### src/rtl/dpc_pkg.sv
package dpc_pkg;

  typedef enum logic [2:0] {
    ST_PRE  = 3'd0,
    ST_IDLE = 3'd1,
    ST_ACT  = 3'd2,
    ST_COL  = 3'd3,
    ST_CHI  = 3'd4,
    ST_REF  = 3'd5
  } seq_state_e;

  // Counter load value for a phase that must last 'cycles' clock cycles.
  function automatic int unsigned phase_load(input int unsigned cycles);
    return (cycles == 0) ? 0 : cycles - 1;
  endfunction

  // Largest of three cycle counts, used to size the phase counter.
  function automatic int unsigned max3(input int unsigned a, input int unsigned b,
                                       input int unsigned c);
    int unsigned m;
    m = (a > b) ? a : b;
    return (m > c) ? m : c;
  endfunction

  // Next row in the refresh walk, wrapping at 2**w rows.
  function automatic int unsigned next_row(input int unsigned row, input int unsigned w);
    return (row + 1) % (1 << w);
  endfunction

endpackage

### src/rtl/dpc_refresh_sched.sv
module dpc_refresh_sched
  import dpc_pkg::*;
#(
  parameter int ROW_W        = 4,
  parameter int REF_INTERVAL = 1563
) (
  input  logic             clk,
  input  logic             rst_n,
  input  logic             ref_ack,
  output logic             ref_pending,
  output logic             ref_due,
  output logic [ROW_W-1:0] ref_row
);

  localparam int IW = (REF_INTERVAL > 1) ? $clog2(REF_INTERVAL) : 1;
  localparam logic [IW-1:0] RELOAD = IW'(phase_load(REF_INTERVAL));

  logic [IW-1:0] ivl_cnt;

  assign ref_due = (ivl_cnt == '0);

  always_ff @(posedge clk) begin
    if (!rst_n) begin
      ivl_cnt     <= RELOAD;
      ref_pending <= 1'b0;
      ref_row     <= '0;
    end else begin
      ivl_cnt <= ref_due ? RELOAD : ivl_cnt - IW'(1);
      if (ref_due)
        ref_pending <= 1'b1;
      else if (ref_ack)
        ref_pending <= 1'b0;
      if (ref_ack)
        ref_row <= ROW_W'(next_row(int'(ref_row), ROW_W));
    end
  end

  // A new due event must never land on a refresh that is still unserved.
  assert_no_lost_refresh_R6: assert property (@(posedge clk) disable iff (!rst_n)
    ref_due |-> (!ref_pending || ref_ack))
    else $error("refresh came due while previous one still pending");

  // The sequencer only completes a refresh that was requested.
  assert_ack_needs_pending_R6: assert property (@(posedge clk) disable iff (!rst_n)
    ref_ack |-> ref_pending)
    else $error("refresh acknowledged without request");

endmodule

### src/rtl/dpc_cmd_seq.sv
module dpc_cmd_seq
  import dpc_pkg::*;
#(
  parameter int ROW_W  = 4,
  parameter int COL_W  = 3,
  parameter int DATA_W = 16,
  parameter int T_RCD  = 2,
  parameter int T_CAS  = 2,
  parameter int T_RP   = 3,
  localparam int ADDR_W = ROW_W + COL_W,
  localparam int A_W    = (ROW_W > COL_W) ? ROW_W : COL_W
) (
  input  logic              clk,
  input  logic              rst_n,
  input  logic              req_valid,
  output logic              req_ready,
  input  logic              req_write,
  input  logic [ADDR_W-1:0] req_addr,
  input  logic [DATA_W-1:0] req_wdata,
  output logic              rsp_valid,
  output logic [DATA_W-1:0] rsp_rdata,
  input  logic              ref_pending,
  input  logic [ROW_W-1:0]  ref_row,
  output logic              ref_ack,
  output logic [A_W-1:0]    dram_addr,
  output logic              dram_ras_n,
  output logic              dram_cas_n,
  output logic              dram_we_n,
  output logic [DATA_W-1:0] dram_dq_out,
  output logic              dram_dq_oe,
  input  logic [DATA_W-1:0] dram_dq_in
);

  localparam int T_RAS = T_RCD + T_CAS;
  localparam int T_MAX = max3(T_RAS, T_RP, T_CAS);
  localparam int CNT_W = $clog2(T_MAX + 1);

  seq_state_e        state, after_pre;
  logic [CNT_W-1:0]  cnt;
  logic              page_open;
  logic [ROW_W-1:0]  open_row, cur_row;
  logic [COL_W-1:0]  cur_col;
  logic              cur_wr;
  logic [DATA_W-1:0] cur_wdata;

  // Named internal events
  logic [ROW_W-1:0] req_row;
  logic [COL_W-1:0] req_col;
  logic             accept, page_hit, col_done, phase_end, ref_busy;

  assign req_row   = req_addr[ADDR_W-1:COL_W];
  assign req_col   = req_addr[COL_W-1:0];
  assign req_ready = (state == ST_IDLE) && !ref_pending;
  assign accept    = req_valid && req_ready;
  assign page_hit  = page_open && (req_row == open_row);
  assign phase_end = (cnt == '0);
  assign col_done  = (state == ST_COL) && phase_end;
  assign ref_busy  = (state == ST_REF);
  assign ref_ack   = ref_busy && phase_end;

  function automatic logic [CNT_W-1:0] entry_count(input seq_state_e s);
    case (s)
      ST_ACT:  return CNT_W'(phase_load(T_RCD));
      ST_COL:  return CNT_W'(phase_load(T_CAS));
      ST_REF:  return CNT_W'(phase_load(T_RAS));
      ST_PRE:  return CNT_W'(phase_load(T_RP));
      default: return '0;
    endcase
  endfunction

  always_ff @(posedge clk) begin
    if (!rst_n) begin
      state     <= ST_PRE;
      after_pre <= ST_IDLE;
      cnt       <= entry_count(ST_PRE);
      page_open <= 1'b0;
      open_row  <= '0;
      cur_row   <= '0;
      cur_col   <= '0;
      cur_wr    <= 1'b0;
      cur_wdata <= '0;
      rsp_valid <= 1'b0;
      rsp_rdata <= '0;
    end else begin
      rsp_valid <= col_done && !cur_wr;
      if (col_done && !cur_wr)
        rsp_rdata <= dram_dq_in;
      case (state)
        ST_PRE: begin
          if (!phase_end) cnt <= cnt - CNT_W'(1);
          else begin
            state <= after_pre;
            cnt   <= entry_count(after_pre);
          end
        end
        ST_IDLE: begin
          if (ref_pending) begin
            if (page_open) begin
              state     <= ST_PRE;
              after_pre <= ST_REF;
              cnt       <= entry_count(ST_PRE);
              page_open <= 1'b0;
            end else begin
              state <= ST_REF;
              cnt   <= entry_count(ST_REF);
            end
          end else if (accept) begin
            cur_row   <= req_row;
            cur_col   <= req_col;
            cur_wr    <= req_write;
            cur_wdata <= req_wdata;
            if (page_hit) begin
              state <= ST_COL;
              cnt   <= entry_count(ST_COL);
            end else if (page_open) begin
              state     <= ST_PRE;
              after_pre <= ST_ACT;
              cnt       <= entry_count(ST_PRE);
              page_open <= 1'b0;
            end else begin
              state <= ST_ACT;
              cnt   <= entry_count(ST_ACT);
            end
          end
        end
        ST_ACT: begin
          if (!phase_end) cnt <= cnt - CNT_W'(1);
          else begin
            state     <= ST_COL;
            cnt       <= entry_count(ST_COL);
            page_open <= 1'b1;
            open_row  <= cur_row;
          end
        end
        ST_COL: begin
          if (!phase_end) cnt <= cnt - CNT_W'(1);
          else state <= ST_CHI;
        end
        ST_CHI: state <= ST_IDLE;
        ST_REF: begin
          if (!phase_end) cnt <= cnt - CNT_W'(1);
          else begin
            state     <= ST_PRE;
            after_pre <= ST_IDLE;
            cnt       <= entry_count(ST_PRE);
          end
        end
        default: state <= ST_IDLE;
      endcase
    end
  end

  // Strobes and bus decoded from the registered state
  always_comb begin
    dram_ras_n  = !((state == ST_ACT) || (state == ST_COL) || (state == ST_CHI) ||
                    ref_busy || ((state == ST_IDLE) && page_open));
    dram_cas_n  = (state != ST_COL);
    dram_we_n   = !((state == ST_COL) && cur_wr);
    dram_dq_oe  = (state == ST_COL) && cur_wr;
    dram_dq_out = cur_wdata;
    case (state)
      ST_ACT:  dram_addr = A_W'(cur_row);
      ST_COL:  dram_addr = A_W'(cur_col);
      ST_REF:  dram_addr = A_W'(ref_row);
      default: dram_addr = A_W'(open_row);
    endcase
  end

  // Strobe run-length counters for the timing assertions
  logic [7:0] ras_hi_run, ras_lo_run, cas_lo_run;
  always_ff @(posedge clk) begin
    if (!rst_n) begin
      ras_hi_run <= '0;
      ras_lo_run <= '0;
      cas_lo_run <= '0;
    end else begin
      ras_hi_run <= dram_ras_n  ? ((ras_hi_run == 8'hFF) ? ras_hi_run : ras_hi_run + 8'd1) : '0;
      ras_lo_run <= !dram_ras_n ? ((ras_lo_run == 8'hFF) ? ras_lo_run : ras_lo_run + 8'd1) : '0;
      cas_lo_run <= !dram_cas_n ? ((cas_lo_run == 8'hFF) ? cas_lo_run : cas_lo_run + 8'd1) : '0;
    end
  end

  assert_cas_within_ras_R2: assert property (@(posedge clk) disable iff (!rst_n)
    !dram_cas_n |-> !dram_ras_n)
    else $error("column strobe with row strobe high");

  assert_precharge_width_R5: assert property (@(posedge clk) disable iff (!rst_n)
    $fell(dram_ras_n) |-> (ras_hi_run >= 8'(T_RP)))
    else $error("row strobe high shorter than precharge");

  assert_row_to_col_R5: assert property (@(posedge clk) disable iff (!rst_n)
    $fell(dram_cas_n) |-> (ras_lo_run >= 8'(T_RCD)))
    else $error("column strobe too soon after row strobe");

  assert_cas_width_R5: assert property (@(posedge clk) disable iff (!rst_n)
    $rose(dram_cas_n) |-> (cas_lo_run >= 8'(T_CAS)))
    else $error("column strobe too short");

  assert_refresh_quiet_R7: assert property (@(posedge clk) disable iff (!rst_n)
    ref_busy |-> (dram_cas_n && !dram_dq_oe))
    else $error("column activity during refresh");

  assert_refresh_first_R8: assert property (@(posedge clk) disable iff (!rst_n)
    ((state == ST_IDLE) && ref_pending) |=> ((state == ST_REF) || (state == ST_PRE)))
    else $error("pending refresh not started from idle");

  assert_rsp_single_R9: assert property (@(posedge clk) disable iff (!rst_n)
    rsp_valid |=> !rsp_valid)
    else $error("response longer than one cycle");

endmodule

### src/rtl/dram_page_ctrl.sv
module dram_page_ctrl #(
  parameter int ROW_W        = 4,
  parameter int COL_W        = 3,
  parameter int DATA_W       = 16,
  parameter int T_RCD        = 2,
  parameter int T_CAS        = 2,
  parameter int T_RP         = 3,
  parameter int REF_INTERVAL = 1563,
  localparam int ADDR_W = ROW_W + COL_W,
  localparam int A_W    = (ROW_W > COL_W) ? ROW_W : COL_W
) (
  input  logic              clk,
  input  logic              rst_n,
  input  logic              req_valid,
  output logic              req_ready,
  input  logic              req_write,
  input  logic [ADDR_W-1:0] req_addr,
  input  logic [DATA_W-1:0] req_wdata,
  output logic              rsp_valid,
  output logic [DATA_W-1:0] rsp_rdata,
  output logic [A_W-1:0]    dram_addr,
  output logic              dram_ras_n,
  output logic              dram_cas_n,
  output logic              dram_we_n,
  output logic [DATA_W-1:0] dram_dq_out,
  output logic              dram_dq_oe,
  input  logic [DATA_W-1:0] dram_dq_in
);

  logic             ref_pending, ref_due, ref_ack;
  logic [ROW_W-1:0] ref_row;

  dpc_refresh_sched #(
    .ROW_W       (ROW_W),
    .REF_INTERVAL(REF_INTERVAL)
  ) u_sched (
    .clk        (clk),
    .rst_n      (rst_n),
    .ref_ack    (ref_ack),
    .ref_pending(ref_pending),
    .ref_due    (ref_due),
    .ref_row    (ref_row)
  );

  dpc_cmd_seq #(
    .ROW_W (ROW_W),
    .COL_W (COL_W),
    .DATA_W(DATA_W),
    .T_RCD (T_RCD),
    .T_CAS (T_CAS),
    .T_RP  (T_RP)
  ) u_seq (
    .clk        (clk),
    .rst_n      (rst_n),
    .req_valid  (req_valid),
    .req_ready  (req_ready),
    .req_write  (req_write),
    .req_addr   (req_addr),
    .req_wdata  (req_wdata),
    .rsp_valid  (rsp_valid),
    .rsp_rdata  (rsp_rdata),
    .ref_pending(ref_pending),
    .ref_row    (ref_row),
    .ref_ack    (ref_ack),
    .dram_addr  (dram_addr),
    .dram_ras_n (dram_ras_n),
    .dram_cas_n (dram_cas_n),
    .dram_we_n  (dram_we_n),
    .dram_dq_out(dram_dq_out),
    .dram_dq_oe (dram_dq_oe),
    .dram_dq_in (dram_dq_in)
  );

  // The refresh walk must not stall: a due event is always answered before the next.
  assert_due_answered_R6: assert property (@(posedge clk) disable iff (!rst_n)
    (ref_due && ref_pending) |-> ref_ack)
    else $error("refresh interval expired with refresh outstanding");

endmodule

### config.mk
export PLATFORM = sky130hd
export DESIGN_NAME = dram_page_ctrl
export DESIGN_NICKNAME = d
export VERILOG_FILES = /design/src/rtl/dpc_pkg.sv /design/src/rtl/dpc_refresh_sched.sv /design/src/rtl/dpc_cmd_seq.sv /design/src/rtl/dram_page_ctrl.sv
export SDC_FILE = /design/constraint.sdc
export NUM_CORES = 1
export LEC_CHECK = 0
export ABC_AREA = 1
export BUFFER_PORTS_ARGS = -buffer_cell sky130_fd_sc_hd__buf_2
export CAP_MARGIN = 20
export CORE_UTILIZATION = 47
export CTS_CLUSTER_SIZE = 10
export DETAILED_ROUTE_END_ITERATION = 12
export PLACE_DENSITY = 0.82
export SYNTH_ARGS = -nofsm -noshare
export SYNTH_HDL_FRONTEND = slang
export SYNTH_SLANG_ARGS = --single-unit
export TNS_END_PERCENT = 30
### constraint.sdc
create_clock -name clk -period 1.44 [get_ports clk]
set_input_delay 0.288 -clock clk [delete_from_list [all_inputs] [get_ports clk]]
set_output_delay 0.288 -clock clk [all_outputs]
set_load 0.02 [all_outputs]
==> Word level (Yosys, flattened, before mapping) <==
Index checks and enable logic that the tools add are counted.
{ "classes": {"n_addsub": 3, "eq_ne": 18, "n_mux": 36, "n_bitwise": 2, "reduce_logical": 32} }
{ "op_table": {"columns": ["op", "count"], "rows": [
  ["$mux 3", 21],
  ["$pmux 3 s5", 2],
  ["$eq 3x2->1 const B", 4],
  ["$pmux 4 s3", 1],
  ["$logic_not 11->1", 1],
  ["$sub 11x1->11 const B", 1],
  ["$ne 2x1->1 const B", 5],
  ["$reduce_and 5->1", 2],
  ["$eq 3x3->1 const B", 3],
  ["$logic_not 3->1", 3],
  ["$logic_and 1x1->1", 8],
  ["$mux 1", 7],
  ["$ne 3x2->1 const B", 2],
  ["$pmux 2 s3", 1],
  ["$pmux 3 s2", 1],
  ["$reduce_and 3->1", 2],
  ["$reduce_bool 2->1", 3],
  ["$reduce_bool 5->1", 1],
  ["$add 4x1->4 const B", 1],
  ["$eq 4x4->1", 1],
  ["$logic_not 1->1", 4],
  ["$logic_or 1x1->1", 4],
  ["$mux 2", 2],
  ["$reduce_and 4->1", 1],
  ["other kinds (8)", 10]
]} }
{ "totals": {"regBits": 71, "input_bits": 43, "output_inout_bits": 42, "wordCells": 105} }

==> Logic depth before layout (Yosys ltp) <==
Gate-level depths: netlist of the first run.
{ "depth": {"depth_word": 6, "mapped_depth": 11, "ltp_nobuf": 11} }

==> Modules after synthesis <==
Synthesis of the first run repeated with hierarchy kept, for this count alone.
{ "unflattened": {"hier_cells": 477, "hier_area_um2": 3503.4} }
{ "modules_own_cells": {"columns": ["module", "n_inst", "cells_each", "area_each_um2", "seq_area_each_um2"], "rows": [
  ["dpc_cmd_seq", 1, 370, 2673.8, 1101.1],
  ["dpc_refresh_sched", 1, 107, 829.5, 320.3]
]} }

==> Worst setup path before layout of the first run <==
OpenSTA, ideal clock, no wires.
{ "synth_timing": {"path_type": "register to output", "startpoint": "register u_seq.state[2]", "endpoint": "output dram_addr[0]", "arrival_ps": 1344, "t_required_ps": 1152, "path_slack_ps": -192, "stages_incl_launch_ff": 7, "path_buffers": 0, "cell_sequence": "dfxtp_1 -> inv_2 -> nand2_1 -> nand2_1 -> nand2_1 -> nand2_1 -> o21ai_0"} }
{ "synth_via": {"elab_chain_len": 2, "word_cells_on_any_way": 4, "classes_between": "3 x eq/ne; 1 x mux"} }
{ "synth_lines": {"columns": ["element", "line", "source"], "rows": [
  ["start: declaration", "dpc_cmd_seq.sv:38", "seq_state_e state, after_pre;"],
  ["start signal: assignment", "dpc_cmd_seq.sv:92", "state <= after_pre;"],
  ["$eq 3x3->1 / $eq 3x2->1 (equally long branches)", "dpc_cmd_seq.sv:161", "case (state)"],
  ["$pmux 4 s3 (*)", "dpc_cmd_seq.sv:161", null],
  ["end: declaration", "dram_page_ctrl.sv:21", "output logic [A_W-1:0] dram_addr,"]
]} }
Every way passes the cells marked *; elsewhere a longest branch is shown, timed or not.

==> Worst setup path after layout of the first run <==
Same ends and word-level chain as after synthesis.

==> results of run 1 <==
==> routing by layer <==
metal / vias up / global-route usage [%] / part of all wire (%)
met2: 204 / 42.6 / 50
met1: 1695 / 30.3 / 39
met3: 50 / 7.08 / 7.5
met5: - / 0 / 0
met4: 0 / 7.55 / 3.3
li1: 1757 / - / -
==> placed cells by master, fill, tap and decap left out, types with 3 or more instances in the layout <==
cell,count
nor3_1,5
dfxtp_1,65
o21ai_1,11
a21oi_1,56
clkbuf_8,10
nand2_1,96
inv_1,35
buf_4,46
nand3_1,49
o21ai_0,8
nand2_4,6
nor2_2,4
ha_1,3
nor2_1,18
inv_4,3
o21ai_2,4
nor2_4,6
buf_6,15
nand3_2,4
inv_2,13
a21oi_2,11
buf_12,3
buf_2,75
dfxtp_2,4
nand2_2,11
==> report_power, final <==
part | internal [W] | leakage, nW | total [W] | switching, W
combinational | 0.00120 | 1.45 | 0.00282 | 0.00162
sequential | 0.00217 | 0.578 | 0.00232 | 0.000158
clock | 0.000848 | 0.0997 | 0.00161 | 0.000760
total | 0.00422 | 2.12 | 0.00675 | 0.00253
==> layout make-up <==
class                      count  area share (%)
inverter                      52            4.41
sequential                    71            30.5
timing repair buffer         142            21.3
clock buffer                  11            3.00
multi-input combinational    312            37.5
clock inverter                 5            1.20
tap                           77            2.05
==> path summary, 6_finish.rpt <==
| path | start | endpoint | slack, ns | cells after the start |
|---|---|---|---|---|
| hold reg to reg | u_sched.ivl_cnt[0] | u_sched.ivl_cnt[0] | 0.43 | 1 |
| setup / recovery | u_seq.state[2] | dram_addr[0] | -0.40 | 8 |
| hold / removal | dram_dq_in[3] | u_seq.rsp_rdata[3] | 0.19 | 3 |
| setup reg to reg | u_seq.state[0] | u_seq.cnt[0] | -0.24 | 11 |
==> sequential cells by signal, indices dropped and copies added, names as in the netlist, 4 cells and up <==
| name | count |
|---|---|
| u_seq.dram_dq_out | 16 |
| u_seq.rsp_rdata | 16 |
| u_sched.ivl_cnt | 11 |
| u_seq.cur_row | 4 |
| u_seq.open_row | 4 |
| u_sched.ref_row | 4 |
==> worst register-to-register path: stages, from the launching register on <==
cell	delay, ns
dfxtp_2	0.46
buf_4	0.18
nand2_4	0.07
buf_8	0.14
buf_6	0.12
nor2_8	0.22
nor2_4	0.06
nand2_4	0.10
a21oi_2	0.04
nand3_1	0.09
nand2_1	0.09
inv_1	0.07
==> cells by family after synthesis <==
kind of cell             count (synthesis)
AND/OR/NAND/NOR                        209
AO/OA/AOI/OAI                           98
flip-flops                              71
buffers and inverters                   69
adder cells (fa/ha/maj)                  4
XOR/XNOR                                 1
==> per-stage QoR <==
step                      power [W]  cells  hold WS [ns]  setup TNS, ns
final                       0.00675    670         0.195          -8.59
after global routing        0.00707    670         0.189         -12.21
after CTS                   0.00630    660         0.191          -2.52
after detailed placement    0.00433    635         0.416          -3.57
after global placement      0.00429    635         0.400          -2.04
after floorplan             0.00358    452         0.393         -0.280
==> repair_timing <==
action | in CTS | in global routing
pin swaps | 11 | 32
gates resized for setup | 70 | 57
endpoints found under the hold margin | 0 | 0
endpoints found under the setup margin | 68 | 78
gates cloned | 1 | 1
setup buffers | 9 | 9
==> flow_metrics.tcl, run 1 <==
set metrics [dict create \
    finalCriticalPeriod_ns 1.84 \
    setup_viol 64 \
    drt_first_pass_iters 7 \
    yosysWarnings 0 \
    yosysSeqAreaShare_pct 44.4 \
    synth-simple-area-share_pct 29.3 \
    grt_pass1_vias 3199 \
    clock-sinks 71 \
    drv_slew 0 \
    die_area_um2 7150 \
    multi_input_area_um2 1770 \
    crit_fanout 4 \
    synth.area.top_cells "dfxtp_1, nand2_1, a21oi_1, nand3_1, inv_1" \
    placed_area_um2 3960 \
    critical_path.top_delay_family "flip-flops" \
    place_congestion 0.953 \
    nets 635 \
    core.rowCount 29 \
    synth_top_family_by_area "simple AND/OR/NAND/NOR gates" \
    synth_fa_ha_area_share_pct 1.56 \
    synth_compound_area_share_pct 15.8 \
    routedWlPerCell_um 15.6 \
    antenna_found_initial 0 \
    cts_buffer_depth 2 \
    synth_common_cells "nand2_1, dfxtp_1, a21oi_1" \
    port_buffers 84 \
    io_pins 85 \
    p_per_area_nw_per_um2 1430 \
    coreArea_um2 6460 \
    synth.distinct_cells 29 \
    clockRootBuffer "clkbuf_8" \
    final-hold-violation-count 0 \
    syn_nets 499 \
    synth_mux_area_share_pct 0 \
    critical_path_required_ns 1.15 \
    die_h_um 84.6 \
    route.detailed.drc 0 \
    numCtsBuffers 9 \
    synth_most_common_cell "nand2_1" \
    synth_area_per_cell_um2 7.09 \
    viasPerCell 5.53 \
    synth_top_cell_area_share_pct 44.4 \
    synth_xor_xnor_area_share_pct 0.273 \
    drive_above_1_share_pct 40.3 \
    status "finished, violations left" \
    syn_inst 452 \
    finalCritPeriodShare_pct 128 \
    dpl.hpwl_mm 5.88 \
    slew_headroom_pct 62.8 \
    start_kind "flop" \
    ir_drop_mv 0.891 \
    h-tree-depth 3 \
    crit_buf_inv 3 \
    ff_latch_area_um2 1430 \
    synth_edf_count 0 \
    clock_latency_ns 0.35 \
    max_stage_delay_ns 0.39 \
    clkTransAtPathRegs_ns 0.07 \
    syn-cell-area_um2 3200 \
    num_vias 3706 \
    die_w_um 84.6 \
    critPathArrivalTime_ns 1.55 \
    dp_slack_ns -0.147 \
    cts_tree "done" \
    grt_first_pass_wirelength_mm 14.3 \
    diodes 0 \
    holdBufCountCts 0 \
    start_util_pct 49.6 \
    min_path_type "in2reg" \
    finalInstanceArea_um2 4710 \
    ys_ff_latch 71 \
    finClkSkew_ns 0.00778 \
    yosys.area.top_type "dfxtp_1" \
    worstMarginPinSlew_ns 0.554 \
    ant_nets 0 \
    cap_violations 0 \
    cp_cell_sequence "inv_6, nand2_4, nand2_2, nand2_2, nand2_4, buf_4, o21ai_2, buf_4" \
    async_flop_share_pct 0 \
    fmax_ghz 0.543 \
    postLayoutCoreUtil_pct 72.9 \
    crit_path_end_kind "primary output" \
    drt-initial-drc-count 288 \
    leakagePower_nw 2.12 \
    grt_max_degree 42 \
    setup_ws_ns -0.402 \
    grt-ovfl-total 0 \
    rsz0062_at_grt "yes" \
    crit_slowest_cell "dfxtp_4" \
    violations "setup timing" \
    area_growth_pct 46.9 \
    fillers 429 \
    grtUsageTotal_pct 24.8 \
    routed_wl_mm 10.5 \
    synthFlopType "dfxtp_1" \
    worstSetupPathType "reg2out" \
]
Power figures use the tool's default switching activity.
==> inputs of run 2 (changes only) <==
--- a/config.mk
+++ b/config.mk
@@ -8,10 +8,10 @@
 export ABC_AREA = 1
 export BUFFER_PORTS_ARGS = -buffer_cell sky130_fd_sc_hd__buf_2
 export CAP_MARGIN = 20
-export CORE_UTILIZATION = 47
+export CORE_UTILIZATION = 52
 export CTS_CLUSTER_SIZE = 10
 export DETAILED_ROUTE_END_ITERATION = 12
-export PLACE_DENSITY = 0.82
+export PLACE_DENSITY = 0.86
 export SYNTH_ARGS = -nofsm -noshare
 export SYNTH_HDL_FRONTEND = slang
 export SYNTH_SLANG_ARGS = --single-unit
==> constraint.sdc (replaced) <==
create_clock -name clk -period 2.01 [get_ports clk]
set_input_delay 0.402 -clock clk [delete_from_list [all_inputs] [get_ports clk]]
set_output_delay 0.402 -clock clk [all_outputs]
set_load 0.02 [all_outputs]
==> run 2 against run 1 <==
Compared with the run above: the run now ends clean; cell area down 15%; worst setup slack better by 0.48 ns; clock skew up 0.0044 ns; clock power down 15%; global-route usage up 0.97 points; worst hold slack better by 0.11 ns; routed wire length down 25%; register-to-register slack better by 0.49 ns; sequential share of layout area up 5.2 points; via count down 12%.
==> flow_metrics.tcl, run 2 (synthesis results as in run 1) <==
set metrics [dict create \
    viasPerCell 5.24 \
    finalCriticalPeriod_ns 1.93 \
    h-tree-depth 3 \
    crit_fanout 6 \
    routed_wl_mm 7.87 \
    r2r_slack_ns 0.25 \
    worst_path_most_repeated_cell "nand2_2" \
    start_util_pct 54.1 \
    cap_violations 0 \
    ir_drop_mv 0.707 \
    die_area_um2 6480 \
    status "completed" \
    place_congestion 0.963 \
    coreArea_um2 5920 \
    worstMarginPinSlew_ns 0.388 \
    max_stage_delay_ns 0.37 \
    drv_slew 0 \
    critPathArrivalTime_ns 1.53 \
    io_pins 85 \
    grtUsageTotal_pct 25.8 \
    finalInstanceArea_um2 4010 \
    setup_viol 0 \
    diodes 0 \
    critical_path_required_ns 1.61 \
    finalCritPeriodShare_pct 96.2 \
    drt_first_pass_iters 5 \
    leakagePower_nw 1.83 \
    ant_nets 0 \
    clock_latency_ns 0.35 \
    grt-ovfl-total 0 \
    crit_slowest_cell "dfxtp_4" \
    num_vias 3252 \
    die_h_um 80.5 \
    final-hold-violation-count 0 \
    worstSetupPathType "reg2out" \
    clock-sinks 71 \
    postLayoutCoreUtil_pct 67.7 \
    route.detailed.drc 0 \
    rsz0062_at_grt "yes" \
    cts_buffer_depth 2 \
    tns_ns 0 \
    crit_path_end_kind "primary output" \
    finClkSkew_ns 0.0122 \
    die_w_um 80.5 \
    numCtsBuffers 9 \
    drt-initial-drc-count 179 \
    dpl.hpwl_mm 5.68 \
    clockRootBuffer "clkbuf_8" \
    p_per_area_nw_per_um2 1070 \
    clkTransAtPathRegs_ns 0.08 \
    cts_tree "done" \
    start_kind "flop" \
    nets 588 \
    routedWlPerCell_um 12.7 \
    layout_commonest_cell "nand2_1" \
    core.rowCount 28 \
    area_growth_pct 25.0 \
    drive_above_1_share_pct 25.1 \
    hold-worst-slack_ns 0.309 \
    grt_first_pass_wirelength_mm 13.0 \
    port_buffers 84 \
    grt_max_degree 27 \
    grt_pass1_vias 3001 \
    antenna_found_initial 0 \
    cp_cell_sequence "inv_4, nand2_2, nor2_4, inv_2, nand2_2, inv_1, nand2_1, o2111ai_1, buf_4" \
    final_cell_mix "nand2_1, buf_2, a21oi_1" \
    fmax_ghz 0.517 \
    placed_area_um2 3690 \
    slew_headroom_pct 74.1 \
    holdBufCountCts 0 \
    min_path_type "in2reg" \
]
## run 2: per-stage QoR
stage	cells	power (W)	worst slack, ns
after global routing	621	0.00451	-0.0273
after detailed placement	602	0.00288	0.256
after CTS	619	0.00426	-0.00779
after floorplan	452	0.00256	0.264
after global placement	602	0.00286	0.309
final	621	0.00428	0.0757
## run 2: repair_timing
item | in CTS | in global routing
buffers inserted | 1 | 2
pin swaps | 1 | 2
cloned | 0 | 0
hold endpoints to repair | 0 | 0
endpoints found under the setup margin | 4 | 4
gates resized for setup | 4 | 16
## run 2: critical path: cells and delay by family, from the launching register on
family,cells,cell delay [ns]
AO/OA/AOI/OAI,1,0.10
buffers and inverters,4,0.37
flip-flops,1,0.37
AND/OR/NAND/NOR,4,0.34
## run 2: path summary, 6_finish.rpt
| kind | cells after the start | to | start |
|---|---|---|---|
| worst min register to register | 1 | u_sched.ivl_cnt[0] | u_sched.ivl_cnt[0] |
| worst max-delay path | 9 | dram_addr[1] | u_seq.state[2] |
| worst min-delay path | 3 | u_seq.rsp_rdata[6] | dram_dq_in[6] |
| worst max register to register | 8 | u_seq.after_pre[0] | u_seq.cnt[0] |
## run 2: metal layers
layer	vias to the layer above	track usage (%)	part of all wire (%)
met4	0	9.82	1.5
met2	95	43.1	48
met5	-	0	0
met1	1489	31.6	44
li1	1655	-	-
met3	13	6.70	6.1
## run 2: final cells by class
type                       instances  area, um^2
fill                             490        1910
multi-input combinational        312        1530
sequential                        71        1430
timing repair buffer              95         513
inverter                          52         200
clock buffer                      11         131
clock inverter                     5         106
tap                               75        93.8
## run 2: power by group
group	leakage [nW]	switching (W)	internal (W)
Sequential	0.578	0.0000977	0.00155
Combinational	1.14	0.000832	0.000436
Clock	0.114	0.000538	0.000828
